`config.mk`:
```
export PLATFORM = sky130hd
export DESIGN_NAME = i2c_nvmem_target
export DESIGN_NICKNAME = d
export VERILOG_FILES = /design/src/rtl/i2c_tgt_pkg.sv /design/src/rtl/i2c_tgt_sync.sv /design/src/rtl/i2c_tgt_ptr.sv /design/src/rtl/i2c_tgt_ctrl.sv /design/src/rtl/i2c_nvmem_target.sv
export SDC_FILE = /design/constraint.sdc
export NUM_CORES = 1
export LEC_CHECK = 0
export ABC_AREA = 1
export CORE_MARGIN = 2
export CORE_UTILIZATION = 50
export DETAILED_ROUTE_END_ITERATION = 12
export PLACE_DENSITY = 0.72
export SLEW_MARGIN = 20
export SYNTH_ARGS = -nofsm -noshare
export SYNTH_HDL_FRONTEND = slang
export SYNTH_SLANG_ARGS = --single-unit
```
`constraint.sdc`:
```
create_clock -name clk -period 1.5 [get_ports clk]
set_clock_uncertainty 0.1 [all_clocks]
set_input_delay 0.45 -clock clk [delete_from_list [all_inputs] [get_ports clk]]
set_output_delay 0.45 -clock clk [all_outputs]
set_load 0.005 [all_outputs]
```
`src/rtl/i2c_tgt_pkg.sv`:
```
// Package: shared constants and state encodings for the I2C memory target.
// Assumes byte-wide transfers; the word address width is a parameter of the top.
package i2c_tgt_pkg;

    localparam int          BYTE_W   = 8;
    localparam logic [3:0]  DEV_TYPE = 4'b1010;

    typedef enum logic [2:0] {
        ST_IDLE,
        ST_RX,
        ST_RX_ACK,
        ST_TX,
        ST_TX_ACK,
        ST_SKIP
    } tgt_state_e;

    typedef enum logic [1:0] {
        PH_SEL,
        PH_AHI,
        PH_ALO,
        PH_DATA
    } rx_phase_e;

endpackage

```
`src/rtl/i2c_tgt_sync.sv`:
```
// Module: brings SCL and SDA into the clock domain and detects bus events.
// Assumes STAGES >= 2 and a clock at least several times faster than SCL.
// Outputs are derived from the last synchroniser stage and a one-cycle history.
module i2c_tgt_sync #(
    parameter int STAGES = 2
) (
    input  logic clk,
    input  logic rst_n,
    input  logic scl_in,
    input  logic sda_in,
    output logic sda_s,
    output logic scl_rise,
    output logic scl_fall,
    output logic start_det,
    output logic stop_det
);

    logic [STAGES-1:0] scl_ff;
    logic [STAGES-1:0] sda_ff;
    logic              scl_p;
    logic              sda_p;
    logic              scl_s;

    // Synchroniser chains and one-cycle history; idle bus reads high.
    always_ff @(posedge clk) begin
        if (!rst_n) begin
            scl_ff <= '1;
            sda_ff <= '1;
            scl_p  <= 1'b1;
            sda_p  <= 1'b1;
        end else begin
            scl_ff <= {scl_ff[STAGES-2:0], scl_in};
            sda_ff <= {sda_ff[STAGES-2:0], sda_in};
            scl_p  <= scl_ff[STAGES-1];
            sda_p  <= sda_ff[STAGES-1];
        end
    end

    // Edge and bus-condition decode on the synchronised lines.
    always_comb begin
        scl_s     = scl_ff[STAGES-1];
        sda_s     = sda_ff[STAGES-1];
        scl_rise  = scl_s & ~scl_p;
        scl_fall  = ~scl_s & scl_p;
        start_det = scl_s & scl_p & sda_p & ~sda_s;
        stop_det  = scl_s & scl_p & ~sda_p & sda_s;
    end

endmodule

```
`src/rtl/i2c_tgt_ptr.sv`:
```
// Module: word address pointer with parallel load and wrapping increment.
// Assumes load and increment are never requested together; load wins if so.
module i2c_tgt_ptr #(
    parameter int AW = 13
) (
    input  logic          clk,
    input  logic          rst_n,
    input  logic          load,
    input  logic [AW-1:0] load_val,
    input  logic          inc,
    output logic [AW-1:0] ptr
);

    // Pointer register; natural overflow gives the wrap to zero.
    always_ff @(posedge clk) begin
        if (!rst_n)
            ptr <= '0;
        else if (load)
            ptr <= load_val;
        else if (inc)
            ptr <= ptr + AW'(1);
    end

endmodule

```
`src/rtl/i2c_tgt_ctrl.sv`:
```
// Module: bit and byte sequencer of the I2C memory target.
// Receives select and address bytes, produces ACK/NACK, serialises read data
// and issues memory strobes. Assumes synchronised event pulses from the line
// synchroniser and memory read data one clock after the read strobe.
// SDA drive changes only on a synchronised SCL fall or a bus condition.
module i2c_tgt_ctrl
    import i2c_tgt_pkg::*;
#(
    parameter int AW = 13
) (
    input  logic              clk,
    input  logic              rst_n,
    input  logic              sda_s,
    input  logic              scl_rise,
    input  logic              scl_fall,
    input  logic              start_det,
    input  logic              stop_det,
    input  logic [2:0]        strap,
    input  logic [BYTE_W-1:0] mem_rdata,
    output logic              sda_oe,
    output logic              mem_rd_en,
    output logic              mem_wr_en,
    output logic [BYTE_W-1:0] mem_wdata,
    output logic              ptr_load,
    output logic [AW-1:0]     ptr_load_val,
    output logic              ptr_inc
);

    localparam int HI_W = AW - BYTE_W;

    tgt_state_e        state;
    rx_phase_e         phase;
    logic [3:0]        cnt;
    logic [BYTE_W-1:0] rx_sr;
    logic [BYTE_W-1:0] tx_sr;
    logic [HI_W-1:0]   hi_stage;
    logic              ack_go;
    logic              ack_half;
    logic              rw;
    logic              rd_pend;

    logic [BYTE_W-1:0] rx_byte;
    logic              sel_match;
    logic              dec_ack;
    logic              dec_rd;
    logic              dec_wr;
    logic              dec_load;
    logic              dec_rw;
    rx_phase_e         dec_phase;

    // Byte as it stands after the bit sampled on the current SCL rise.
    always_comb begin
        rx_byte   = {rx_sr[BYTE_W-2:0], sda_s};
        sel_match = (rx_byte[7:4] == DEV_TYPE) && (rx_byte[3:1] == strap);
    end

    // Per-byte decision: acknowledge, next phase and memory action.
    always_comb begin
        dec_ack   = 1'b0;
        dec_rd    = 1'b0;
        dec_wr    = 1'b0;
        dec_load  = 1'b0;
        dec_rw    = rw;
        dec_phase = phase;
        case (phase)
            PH_SEL: begin
                if (sel_match) begin
                    dec_ack   = 1'b1;
                    dec_rw    = rx_byte[0];
                    dec_rd    = rx_byte[0];
                    dec_phase = PH_AHI;
                end
            end
            PH_AHI: begin
                dec_ack   = 1'b1;
                dec_phase = PH_ALO;
            end
            PH_ALO: begin
                dec_ack   = 1'b1;
                dec_load  = 1'b1;
                dec_phase = PH_DATA;
            end
            default: begin
                dec_ack = 1'b1;
                dec_wr  = 1'b1;
            end
        endcase
    end

    // Main sequencer: bus conditions first, then per-state bit handling.
    always_ff @(posedge clk) begin
        if (!rst_n) begin
            state        <= ST_IDLE;
            phase        <= PH_SEL;
            cnt          <= '0;
            rx_sr        <= '0;
            tx_sr        <= '0;
            hi_stage     <= '0;
            ack_go       <= 1'b0;
            ack_half     <= 1'b0;
            rw           <= 1'b0;
            rd_pend      <= 1'b0;
            sda_oe       <= 1'b0;
            mem_rd_en    <= 1'b0;
            mem_wr_en    <= 1'b0;
            mem_wdata    <= '0;
            ptr_load     <= 1'b0;
            ptr_load_val <= '0;
            ptr_inc      <= 1'b0;
        end else begin
            mem_rd_en <= 1'b0;
            mem_wr_en <= 1'b0;
            ptr_load  <= 1'b0;
            ptr_inc   <= 1'b0;
            rd_pend   <= mem_rd_en;
            if (start_det) begin
                state    <= ST_RX;
                phase    <= PH_SEL;
                cnt      <= '0;
                ack_half <= 1'b0;
                sda_oe   <= 1'b0;
            end else if (stop_det) begin
                state  <= ST_IDLE;
                sda_oe <= 1'b0;
            end else begin
                case (state)
                    ST_RX: begin
                        if (scl_rise) begin
                            rx_sr <= rx_byte;
                            if (cnt == 4'd7) begin
                                cnt       <= '0;
                                state     <= ST_RX_ACK;
                                ack_go    <= dec_ack;
                                ack_half  <= 1'b0;
                                phase     <= dec_phase;
                                rw        <= dec_rw;
                                mem_rd_en <= dec_rd;
                                mem_wr_en <= dec_wr;
                                ptr_inc   <= dec_rd | dec_wr;
                                ptr_load  <= dec_load;
                                mem_wdata <= rx_byte;
                                ptr_load_val <= {hi_stage, rx_byte};
                                if (phase == PH_AHI)
                                    hi_stage <= rx_byte[HI_W-1:0];
                            end else begin
                                cnt <= cnt + 4'd1;
                            end
                        end
                    end
                    ST_RX_ACK: begin
                        if (scl_fall) begin
                            if (!ack_half) begin
                                sda_oe   <= ack_go;
                                ack_half <= 1'b1;
                            end else begin
                                ack_half <= 1'b0;
                                if (!ack_go) begin
                                    sda_oe <= 1'b0;
                                    state  <= ST_SKIP;
                                end else if (rw) begin
                                    sda_oe <= ~tx_sr[BYTE_W-1];
                                    cnt    <= '0;
                                    state  <= ST_TX;
                                end else begin
                                    sda_oe <= 1'b0;
                                    state  <= ST_RX;
                                end
                            end
                        end
                    end
                    ST_TX: begin
                        if (scl_rise) begin
                            cnt <= cnt + 4'd1;
                        end else if (scl_fall) begin
                            if (cnt == 4'd8) begin
                                sda_oe   <= 1'b0;
                                ack_half <= 1'b0;
                                state    <= ST_TX_ACK;
                            end else begin
                                tx_sr  <= {tx_sr[BYTE_W-2:0], 1'b0};
                                sda_oe <= ~tx_sr[BYTE_W-2];
                            end
                        end
                    end
                    ST_TX_ACK: begin
                        if (!ack_half) begin
                            if (scl_rise) begin
                                if (!sda_s) begin
                                    mem_rd_en <= 1'b1;
                                    ptr_inc   <= 1'b1;
                                    ack_half  <= 1'b1;
                                end else begin
                                    state <= ST_SKIP;
                                end
                            end
                        end else if (scl_fall) begin
                            ack_half <= 1'b0;
                            sda_oe   <= ~tx_sr[BYTE_W-1];
                            cnt      <= '0;
                            state    <= ST_TX;
                        end
                    end
                    default: begin
                        sda_oe <= 1'b0;
                    end
                endcase
            end
            // Read data lands in the transmit register one clock after the strobe.
            if (rd_pend)
                tx_sr <= mem_rdata;
        end
    end

endmodule

```
`src/rtl/i2c_nvmem_target.sv`:
```
// Module: top of the I2C memory target (select decode, address pointer,
// random and sequential reads, writes after the address bytes).
// Assumes an external open-drain pad: sda_oe = 1 pulls SDA low.
// Memory port: synchronous, read data valid one clock after mem_rd_en.
module i2c_nvmem_target
    import i2c_tgt_pkg::*;
#(
    parameter int AW          = 13,
    parameter int SYNC_STAGES = 2
) (
    input  logic              clk,
    input  logic              rst_n,
    input  logic              scl_in,
    input  logic              sda_in,
    input  logic [2:0]        strap,
    output logic              sda_oe,
    output logic [AW-1:0]     mem_addr,
    output logic              mem_rd_en,
    output logic              mem_wr_en,
    output logic [BYTE_W-1:0] mem_wdata,
    input  logic [BYTE_W-1:0] mem_rdata
);

    logic          sda_s;
    logic          scl_rise;
    logic          scl_fall;
    logic          start_det;
    logic          stop_det;
    logic          ptr_load;
    logic          ptr_inc;
    logic [AW-1:0] ptr_load_val;

    i2c_tgt_sync #(
        .STAGES (SYNC_STAGES)
    ) u_sync (
        .clk       (clk),
        .rst_n     (rst_n),
        .scl_in    (scl_in),
        .sda_in    (sda_in),
        .sda_s     (sda_s),
        .scl_rise  (scl_rise),
        .scl_fall  (scl_fall),
        .start_det (start_det),
        .stop_det  (stop_det)
    );

    i2c_tgt_ctrl #(
        .AW (AW)
    ) u_ctrl (
        .clk          (clk),
        .rst_n        (rst_n),
        .sda_s        (sda_s),
        .scl_rise     (scl_rise),
        .scl_fall     (scl_fall),
        .start_det    (start_det),
        .stop_det     (stop_det),
        .strap        (strap),
        .mem_rdata    (mem_rdata),
        .sda_oe       (sda_oe),
        .mem_rd_en    (mem_rd_en),
        .mem_wr_en    (mem_wr_en),
        .mem_wdata    (mem_wdata),
        .ptr_load     (ptr_load),
        .ptr_load_val (ptr_load_val),
        .ptr_inc      (ptr_inc)
    );

    i2c_tgt_ptr #(
        .AW (AW)
    ) u_ptr (
        .clk      (clk),
        .rst_n    (rst_n),
        .load     (ptr_load),
        .load_val (ptr_load_val),
        .inc      (ptr_inc),
        .ptr      (mem_addr)
    );

endmodule

```
## Word level (Yosys, flattened, before mapping)

Index checks and enable logic that the tools add are counted.

| word-level totals | value |
|---|---|
| memories | 0 |
| word-level logic and storage cells | 180 |
| bits of input ports | 15 |
| output and inout bits | 24 |
| latch bits | 0 |
| RAM bits | 0 |
| bits in read-only memories | 0 |
| flip-flop bits (word level) | 78 |

| cells by class | value |
|---|---|
| mux-type cells | 72 |
| bitwise logic cells | 20 |
| shift-type cells | 0 |
| multiply operators | 0 |
| reduce and logical (&&, ||, !) cells | 23 |
| div/mod/pow operators | 0 |
| equal/unequal tests | 40 |
| $lt $le $gt $ge | 0 |
| $add $sub $neg | 2 |

Operators with widths:

| kind | number |
|---|---|
| two-way mux 8 bit | 7 |
| two-way mux 3 bit | 12 |
| two-way mux 4 bit | 9 |
| two-way mux 1 bit | 33 |
| two-way mux 13 bit | 2 |
| AND reduction 6 bit | 4 |
| != test 2 x 1 -> 1 bit (second input constant) | 11 |
| AND reduction 11 bit | 2 |
| != test 4 bit (second input constant) | 4 |
| case mux 4 bit (4 select lines) | 1 |
| adder 13 x 1 -> 13 bit (second input constant) | 1 |
| != test 2 bit (second input constant) | 6 |
| != test 4 x 3 -> 1 bit (second input constant) | 3 |
| NOT 1 bit | 12 |
| case mux 3 bit (4 select lines) | 1 |
| != test 5 x 4 -> 1 bit (second input constant) | 2 |
| AND reduction 10 bit | 1 |
| equality test 4 bit (second input constant) | 2 |
| case mux 1 bit (4 select lines) | 2 |
| AND reduction 8 bit | 1 |
| AND 1 bit | 7 |
| AND reduction 7 bit | 1 |
| equality test 3 x 2 -> 1 bit (second input constant) | 2 |
| != test 3 x 2 -> 1 bit (second input constant) | 2 |
| 24 further kinds | 29 |

## Depth between registers and ports, before layout

Gate-level depths: netlist of the first run.

| logic depth | value |
|---|---|
| word-level depth | 8 |
| mapped depth | 11 |
| depth with buffers taken out | 11 |

## Modules after synthesis

From an unflattened synthesis of the first run, not the netlist that was laid out.

| unflattened totals | value |
|---|---|
| cell total of the unflattened synthesis | 514 |
| area, all modules | 3603.5 sq um |

Modules (own cells, without submodules):

| module | area an instance (sq um) | times used | cells each | seq. area each (sq um) |
|---|---|---|---|---|
| i2c_tgt_ctrl | 2606.2 | 1 | 372 | 1021.0 |
| i2c_tgt_ptr | 798.3 | 1 | 115 | 260.2 |
| i2c_tgt_sync | 198.9 | 1 | 27 | 120.1 |

## Least setup slack after synthesis of the first run

No wires, ideal clock.

| path | value |
|---|---|
| kind | reg-to-reg |
| from | register u_ctrl.cnt[0] |
| to | register u_ctrl.state[0] |
| path slack | -16 ps |
| data arrival time | 1301 ps |
| path buffers | 0 |
| stages on the path, launching flop included | 11 |
| clock period less this slack | 1516 ps |
| data required time | 1285 ps |
| cell sequence | dfxtp_1 -> ha_1 -> nand2_1 -> nor2_4 -> a21oi_1 -> nor2_2 -> nand2_1 -> nand2_1 -> nand3_1 -> nand2_1 -> nor2_1 |

| between the ends | value |
|---|---|
| longest elaborated chain between the ends | 3 |
| elaborated cells between the ends (all ways) | 5 |
| those cells by class | 4 x eq/ne; 1 x reduce/logical |

Ends and longest elaborated chain:

| item | line | source |
|---|---|---|
| start: declaration | i2c_tgt_ctrl.sv:33 | `logic [3:0] cnt;` |
| start signal: assignment | i2c_tgt_ctrl.sv:146 | `cnt <= cnt + 4'd1;` |
| start signal: assignment | i2c_tgt_ctrl.sv:173 | `cnt <= cnt + 4'd1;` |
| equality test 4 bit / equality test 4 x 3 -> 1 bit (equally long branches) | i2c_tgt_ctrl.sv:175, i2c_tgt_ctrl.sv:130 |  |
| != test 4 x 3 -> 1 bit (no line) | -- |  |
| AND reduction 11 bit (no line) * | -- |  |
| end signal: assignment | i2c_tgt_ctrl.sv:178 | `state <= ST_TX_ACK;` |
| end signal: assignment | i2c_tgt_ctrl.sv:193 | `state <= ST_SKIP;` |
| end signal: assignment | i2c_tgt_ctrl.sv:200 | `state <= ST_TX;` |
| end: declaration | i2c_tgt_ctrl.sv:31 | `tgt_state_e state;` |

Mark *: on every way between the ends. The rest lies on a longest branch, timed or not.
A chain may end at the register's enable or synchronous reset.

## Final worst setup path of the first run

| path | value |
|---|---|
| from | register u_ctrl.cnt[0] |
| to | register u_ctrl.tx_sr[4] |

| between the ends | value |
|---|---|
| longest elaborated chain between the ends | 3 |

Ends and longest elaborated chain:

| item | line | source |
|---|---|---|
| equality test 4 bit | i2c_tgt_ctrl.sv:175 | `if (cnt == 4'd8) begin` |
| != test 2 x 1 -> 1 bit (no line) | -- |  |
| AND reduction 6 bit (no line) | -- |  |
| end signal: assignment | i2c_tgt_ctrl.sv:180 | `tx_sr <= {tx_sr[BYTE_W-2:0], 1'b0};` |
| end signal: assignment | i2c_tgt_ctrl.sv:210 | `tx_sr <= mem_rdata;` |
| end: declaration | i2c_tgt_ctrl.sv:35 | `logic [BYTE_W-1:0] tx_sr;` |

Every way passes these cells.

==> run metrics, run 1 <==
htree depth 3; RSZ-0062 raised after global routing yes; Worst R2R Path Depth 9; Post-Syn Nets approximately 480; Hold Crit Start u_sync.sda_ff[0]; Power Density around 700 nW/um2; # diodes 0; Synth Area in Adders about 2.6%; Leak Pwr between 2 and 2.5 nW; FF-to-FF setup slack -140 ps; TritonCTS clock tree built; Final TNS setup -2380 ps; vias in the first global route between 3k and 4k; Routability Congestion 0.933; sequential cell area fraction in the yosys report 41.3%; detailed-route wire length 10.1 mm; hold depth 1; Total GRT Usage 24.7%; die width between 80 and 90 um; fin crit period 1640 ps; global-route wire length before repair 14.7 mm; Worst Setup End Kind flop; Antenna Nets Post-Route 0; Final Max Tran Viols 0; Main synth FF type dfxtp_1; via count of the routed design 3586; number of synthesized flops with an enable pin 0; worst hold slack 317 ps; period utilization 110%; pre-CTS setup slack -386 ps; main combinational cell family by area after synthesis simple AND/OR/NAND/NOR gates; crit-path cells buf_6, inv_4, ha_4, nand2_4, nand2_4, buf_12, nor2_4, nand3_2, a31oi_1; Setup crit start kind flop; Worst Path Max Fanout 7; synthesized area per cell 7.37 um2; mapped cell area 3400 um2; initial drt markers 178; placed cell count 609; vias per cell 5.41; Filler cells roughly 430; total CTS buffers 9; WHS Endpoint u_sync.sda_ff[1]; Post-Synthesis Cells 461; clk root buf clkbuf_8; layout cells sized above 1 a little over two fifths; simple-gate share of the synthesized area 27.5%; die height 86.4 um; FMAX 0.609 GHz; CP required 1660 ps; largest net degree at the start of global routing 20; initial antenna violation count 0; worst IR drop on VDD 0.000469 V; Clock Latency Late Sink 350 ps; grt ovf 0; post-route insts no fill 663; Post-CTS Hold Fix Bufs 0; synth-to-layout area growth 54.7%; Yosys reg bits 70; Worst-Margin Slew 452 ps; worst r2r dst u_ctrl.tx_sr[4]; per-cell routed wire length 15.3 um; # port buffers 38; Max Cap Viol 0; worst setup path class flop to flop; Synth cell types 39; post-synthesis xor/xnor area fraction 2.84%; mux cell area share after synthesis 0%; hpwl dp around 6 mm; Synth async-reset ratio 0%; Top Ports 39; clock buffer depth 2; die footprint 7470 um2; core region area 6680 um2; post-synthesis compound-gate area fraction between 15 and 20%; DRC 0; worst min path class flop to flop; CP max-delay cell dfxtp_2; max incr delay on CP 370 ps; Hold Fails Final Rpt 0; site row count 30; Slew headroom 69.9%; FF-to-FF Start u_ctrl.cnt[0]; failing checks negative setup slack; cell family with most CP delay simple AND/OR/NAND/NOR gates; Starting Density 50.8%; crit path buf inv count 3; Final Worst Setup Slack -143 ps; drt first pass iters 4; # nets final approximately 600; status finished with violations; CP Data Arrival Time 1800 ps; most used cell, CP nand2_4; Setup Viol. Count Final 35; clk sinks 70; Worst-path clk slew 80 ps; Ys Warns 0
registers in the layout, indices dropped and copies added, names as in the netlist, 2 cells and up:
| register | cells |
|---|---|
| u_ptr.ptr | 13 |
| u_ctrl.state | 3 |
| u_ctrl.cnt | 4 |
| u_ctrl.phase | 2 |
| u_ctrl.ptr_load_val | 6 |
| u_sync.scl_ff | 2 |
| u_ctrl.mem_wdata | 7 |
| u_ctrl.hi_stage | 5 |
| u_ctrl.tx_sr | 8 |
| u_ctrl.rx_sr | 7 |
| u_sync.sda_ff | 2 |
metrics by stage:
| stage | total power [mW] | util, % | area (um2) |
|---|---|---|---|
| floorplan | 2.12 | - | 3400 |
| global placement | 2.25 | 62.6 | 4180 |
| detailed placement | 2.26 | 62.6 | 4180 |
| CTS | 3.59 | 69.9 | 4670 |
| global route | 3.81 | 78.6 | 5250 |
| finish | 3.67 | 78.6 | 5250 |
cell type report:
type / count / area (um2) / area share, %
well taps: 80 / 100 / 1.91
repair buffers: 125 / 1150 / 21.9
inverters: 55 / 239 / 4.55
multi-input cells: 318 / 2150 / 41.0
clock inverters: 5 / 27.5 / 0.524
clock buffers: 10 / 128 / 2.43
flip-flops and latches: 70 / 1450 / 27.6
Yosys cell counts (3+ instances only):
library cell	instances	share of area [%]
a22oi_1	4	0.88
inv_1	45	5.0
o21ai_1	5	0.74
nand4_1	6	1.1
a31oi_1	10	1.8
nand3_1	35	5.2
buf_1	3	0.33
a211oi_1	3	0.66
nor2_2	5	0.92
ha_1	7	2.6
or2_2	4	0.74
dfxtp_1	70	41
inv_2	8	0.88
a21oi_1	36	5.3
nand3_2	4	1.2
buf_4	9	2.0
nand2_1	89	9.8
o21ai_0	35	5.2
clkbuf_1	5	0.55
nor2_1	45	5.0
xor2_1	9	2.3
cells in the final DEF (no fill, tap or decap), types with 3 or more instances in the layout:
master / n
nor2_4: 12
a211oi_2: 5
clkbuf_8: 9
clkdlybuf4s50_1: 14
buf_4: 69
buf_12: 7
ha_1: 4
a31oi_1: 10
a21oi_2: 12
a22oi_1: 4
dlygate4sd2_1: 13
nand3_4: 5
clkinv_2: 4
o21ai_2: 10
nand3_1: 24
or2_2: 4
dfxtp_4: 5
xor2_1: 9
nor2_1: 24
ha_4: 3
inv_4: 4
clkdlybuf4s15_1: 9
inv_1: 42
o21ai_1: 6
inv_2: 5
dfxtp_1: 39
dfxtp_2: 26
nand2_4: 9
nand3_2: 11
nand4_1: 6
nand2_1: 68
nor2_2: 16
buf_6: 10
o21ai_0: 24
a21oi_1: 24
nand2_2: 14
how the worst max path moves through the flow:
stage	start	end	slack (ps)	depth (start not counted)
final	u_ctrl.cnt[0]	u_ctrl.tx_sr[4]	-140	9
after CTS	u_ctrl.cnt[1]	u_ctrl.ptr_inc	-110	9
after floorplan	u_ptr.ptr[0]	u_ptr.ptr[8]	2	8
after global routing	u_ctrl.state[2]	u_ctrl.tx_sr[2]	-240	8
after detailed placement	strap[0]	u_ctrl.rw	-390	9
after global placement	strap[0]	u_ctrl.rw	-350	9
worst register-to-register path: stages (launching register included):
cell and delay [ps]:
dfxtp_2 370, buf_6 120, inv_4 30, ha_4 150, nand2_4 60, nand2_4 70
buf_12 140, nor2_4 240, nand3_2 90, a31oi_1 190
report_power, final:
group          internal [mW]  switching (mW)
Clock                  0.579           0.721
Combinational          0.229           0.232
Sequential              1.88          0.0329
per-layer routing:
metal	track usage, %	vias to the layer above	share of wire (%)
li1	-	1748	-
met1	30.0	1693	39
met2	42.4	120	54
met3	4.67	25	3.8
met4	10.9	0	2.5
met5	0	-	0
logic make-up after synthesis:
family / Yosys count
AOI/OAI and AO/OA: 99
xor gates and xnor gates: 11
buffers and inverters: 74
DFF: 70
and+or+nand+nor: 200
adders and majority gates: 7
repair_timing:
action                                  in CTS  in global routing
pin swaps                                   21                 56
endpoints found under the setup margin      59                 61
buffers inserted                            16                 22
resized for setup                          114                109
cloned                                       2                  0
(Power assumes the default switching activity.)
==> inputs of run 2 (changes only) <==
Settings changed: ABC_AREA 1 to 0, CAP_MARGIN set to 20, CORE_ASPECT_RATIO set to 1.4.
==> run 2 against run 1 <==
Compared with the run above: the flow still finishes with violations (negative setup slack); clock-buffer cell count fell by 1; global-route usage rose by 3.8 points; first-iteration DRC count rose by 31%; synthesized cell count fell by 14%; wire length rose by 20%; sequential cell count did not move; final cell count fell by 5.4%; register-to-register slack got worse by 400 ps; clock power rose by 42%; largest power group unchanged; combinational power fell by 50%.
==> run metrics, run 2 <==
status finished with violations; failing checks negative setup slack; synthesized area per cell 8.62 um2; number of synthesized flops with an enable pin 0; commonest non-fill, non-tap cell in the layout buf_4; Combinational Power Share under 10%; largest net degree at the start of global routing 25; Synth cell types 55; vias in the first global route 3523; per-cell routed wire length 19.4 um; cell family with most CP delay simple AND/OR/NAND/NOR gates; die footprint about 7500 um2; Pint ~2.9 mW; Post-Syn Nets 418; layout cells sized above 1 50.3%; # port buffers 38; hold depth 1; core region area 6610 um2; Worst R2R Path Depth 7; Worst-Margin Slew 905 ps; worst min path class flop to flop; # diodes 0; clock buffer depth 2; top cells by area, synth dfxtp_1 41%, a21oi_1 6.2%, mux2i_1 6.2%; fin crit period between 2000 and 2500 ps; max incr delay on CP 430 ps; Ys Warns 0; most used cell, CP o211ai_1; CP max-delay cell or3b_4; Top Ports 39; synth-to-layout area growth 62.3%; detailed-route wire length 12.1 mm; dpl cell area 4330 um2; Routability Congestion just under 0.9; Starting Density 51.6%; mapped cell area roughly 3400 um2; grt ovf 0; Antenna Nets Post-Route 0; die width 73.8 um; switching pwr ~1.0 mW; CP required roughly 1700 ps; most frequent cells in the layout 93 x buf_4, 41 x dfxtp_1, 35 x nor2_1; worst setup path class flop to flop; Main synth FF type dfxtp_1; Power Density 712 nW/um2; Worst-path clk slew about 100 ps; Final TNS setup -18640 ps; Filler cells approximately 370; via count of the routed design between 3k and 4k; Worst Path Max Fanout 3; share of the synthesized area in the top cell type 41.0%; sequential cell area fraction in the yosys report 41.0%; Final Max Tran Viols 0; clk root buf clkbuf_8; initial antenna violation count 0; most common cell in the netlist dfxtp_1; clk sinks 70; Worst Setup End Kind flop; crit-path cells or3b_4, buf_6, o211ai_1, o211ai_1, buf_4, mux2i_1, nor2_1; # nets final 552; DRC 0; drt first pass iters 4; worst IR drop on VDD 0.000826 V; Leak Pwr 2.28 nW; vias per cell 5.69; switch share 25.5%; Levels on crit path 7; Max Cap Viol 0; Post-CTS Hold Fix Bufs 0; Total GRT Usage 28.5%; Clock Latency Late Sink between 300 and 400 ps; crit path buf inv count 2; RSZ-0062 raised after global routing yes; hpwl dp 6.14 mm; FMAX 0.489 GHz; placed cell count 569; Hold Fails Final Rpt 0; Post-Synthesis Cells 396; Slew headroom around two fifths; site row count 35; Final Worst Setup Slack -546 ps; TritonCTS clock tree built; Largest register FFs 13; htree depth 3; total CTS buffers 9; die height 102 um; Top Registers u_ptr.ptr: 13 flops, u_ctrl.tx_sr: 8 flops; Synth top cells by count 70 x dfxtp_1, 46 x nand2_1, 42 x a21oi_1; CP Data Arrival Time 2210 ps; register share of total power a little under half; global-route wire length before repair 16.2 mm; Reg with most FFs u_ptr.ptr; Synth async-reset ratio 0%; clock share of power a little under half; fin area 5540 um2; Setup crit start kind flop; period utilization 136%; area leader, netlist dfxtp_1; initial drt markers 234; Setup Viol. Count Final 51; Yosys reg bits 70; post-route insts no fill 627
-- run 2: cell families after synthesis --
family | share of synthesized area (%)
buf+inv | 6.16
xor+xnor | 4.62
compound gates | 14.4
fa+ha+maj | 2.56
simple gates | 22.7
flops | 41.0
mux | 8.46
-- run 2: metrics by stage --
step | setup slack [ps] | power, mW | utilization [%] | hold slack (ps)
finish | -546 | 3.94 | 83.8 | 321
CTS | -415 | 3.86 | 77.4 | 325
floorplan | -489 | 2.00 | - | 286
global placement | -759 | 2.10 | 65.5 | 295
detailed placement | -752 | 2.10 | 65.5 | 296
global route | -618 | 4.03 | 83.8 | 338
-- run 2: cell type report --
| type | count | area (um2) | area share [%] |
|---|---|---|---|
| clock buffers | 9 | 124 | 2.24 |
| clock inverters | 7 | 105 | 1.90 |
| inverters | 12 | 50.0 | 0.903 |
| multi-input cells | 284 | 2320 | 41.8 |
| flip-flops and latches | 70 | 1440 | 26.0 |
| well taps | 92 | 115 | 2.08 |
| repair buffers | 153 | 1390 | 25.1 |
-- run 2: worst paths after layout --
| path | start | to | slack [ps] |
|---|---|---|---|
| max | u_sync.scl_p | u_ctrl.state[1] | -550 |
| min reg2reg | u_sync.sda_ff[0] | u_sync.sda_ff[1] | 320 |
| max reg2reg | u_sync.scl_p | u_ctrl.state[1] | -550 |
| min | u_sync.sda_ff[0] | u_sync.sda_ff[1] | 320 |
-- run 2: worst register-to-register path: stages, from the launching register on --
cell      delay, ps
dfxtp_2         340
or3b_4          430
buf_6           130
o211ai_1        240
o211ai_1        220
buf_4           200
mux2i_1         190
nor2_1           80
-- run 2: metal layers --
layer  wire, um  track usage, %  vias to the layer above
met5          0               0                        -
met4        773            18.5                        0
met3        404            5.37                       62
met2       6670            52.9                      127
met1       4290            27.9                     1741
li1           -               -                     1636
-- run 2: power groups by stage --
stage / clock network, mW / registers [mW] / logic (mW)
floorplan: 0 / 1.91 / 0.0812
global route: 1.92 / 1.87 / 0.241
CTS: 1.79 / 1.87 / 0.203
finish: 1.85 / 1.87 / 0.229
global placement: 0 / 1.92 / 0.182
detailed placement: 0 / 1.92 / 0.185
-- run 2: repair_timing --
item / 4_1_cts / 5_1_grt
gates resized for setup: 116 / 113
setup endpoints to repair: 75 / 75
buffers inserted: 33 / 10
pin swaps: 29 / 48
cloned: 2 / 2
endpoints found under the hold margin: 0 / 0
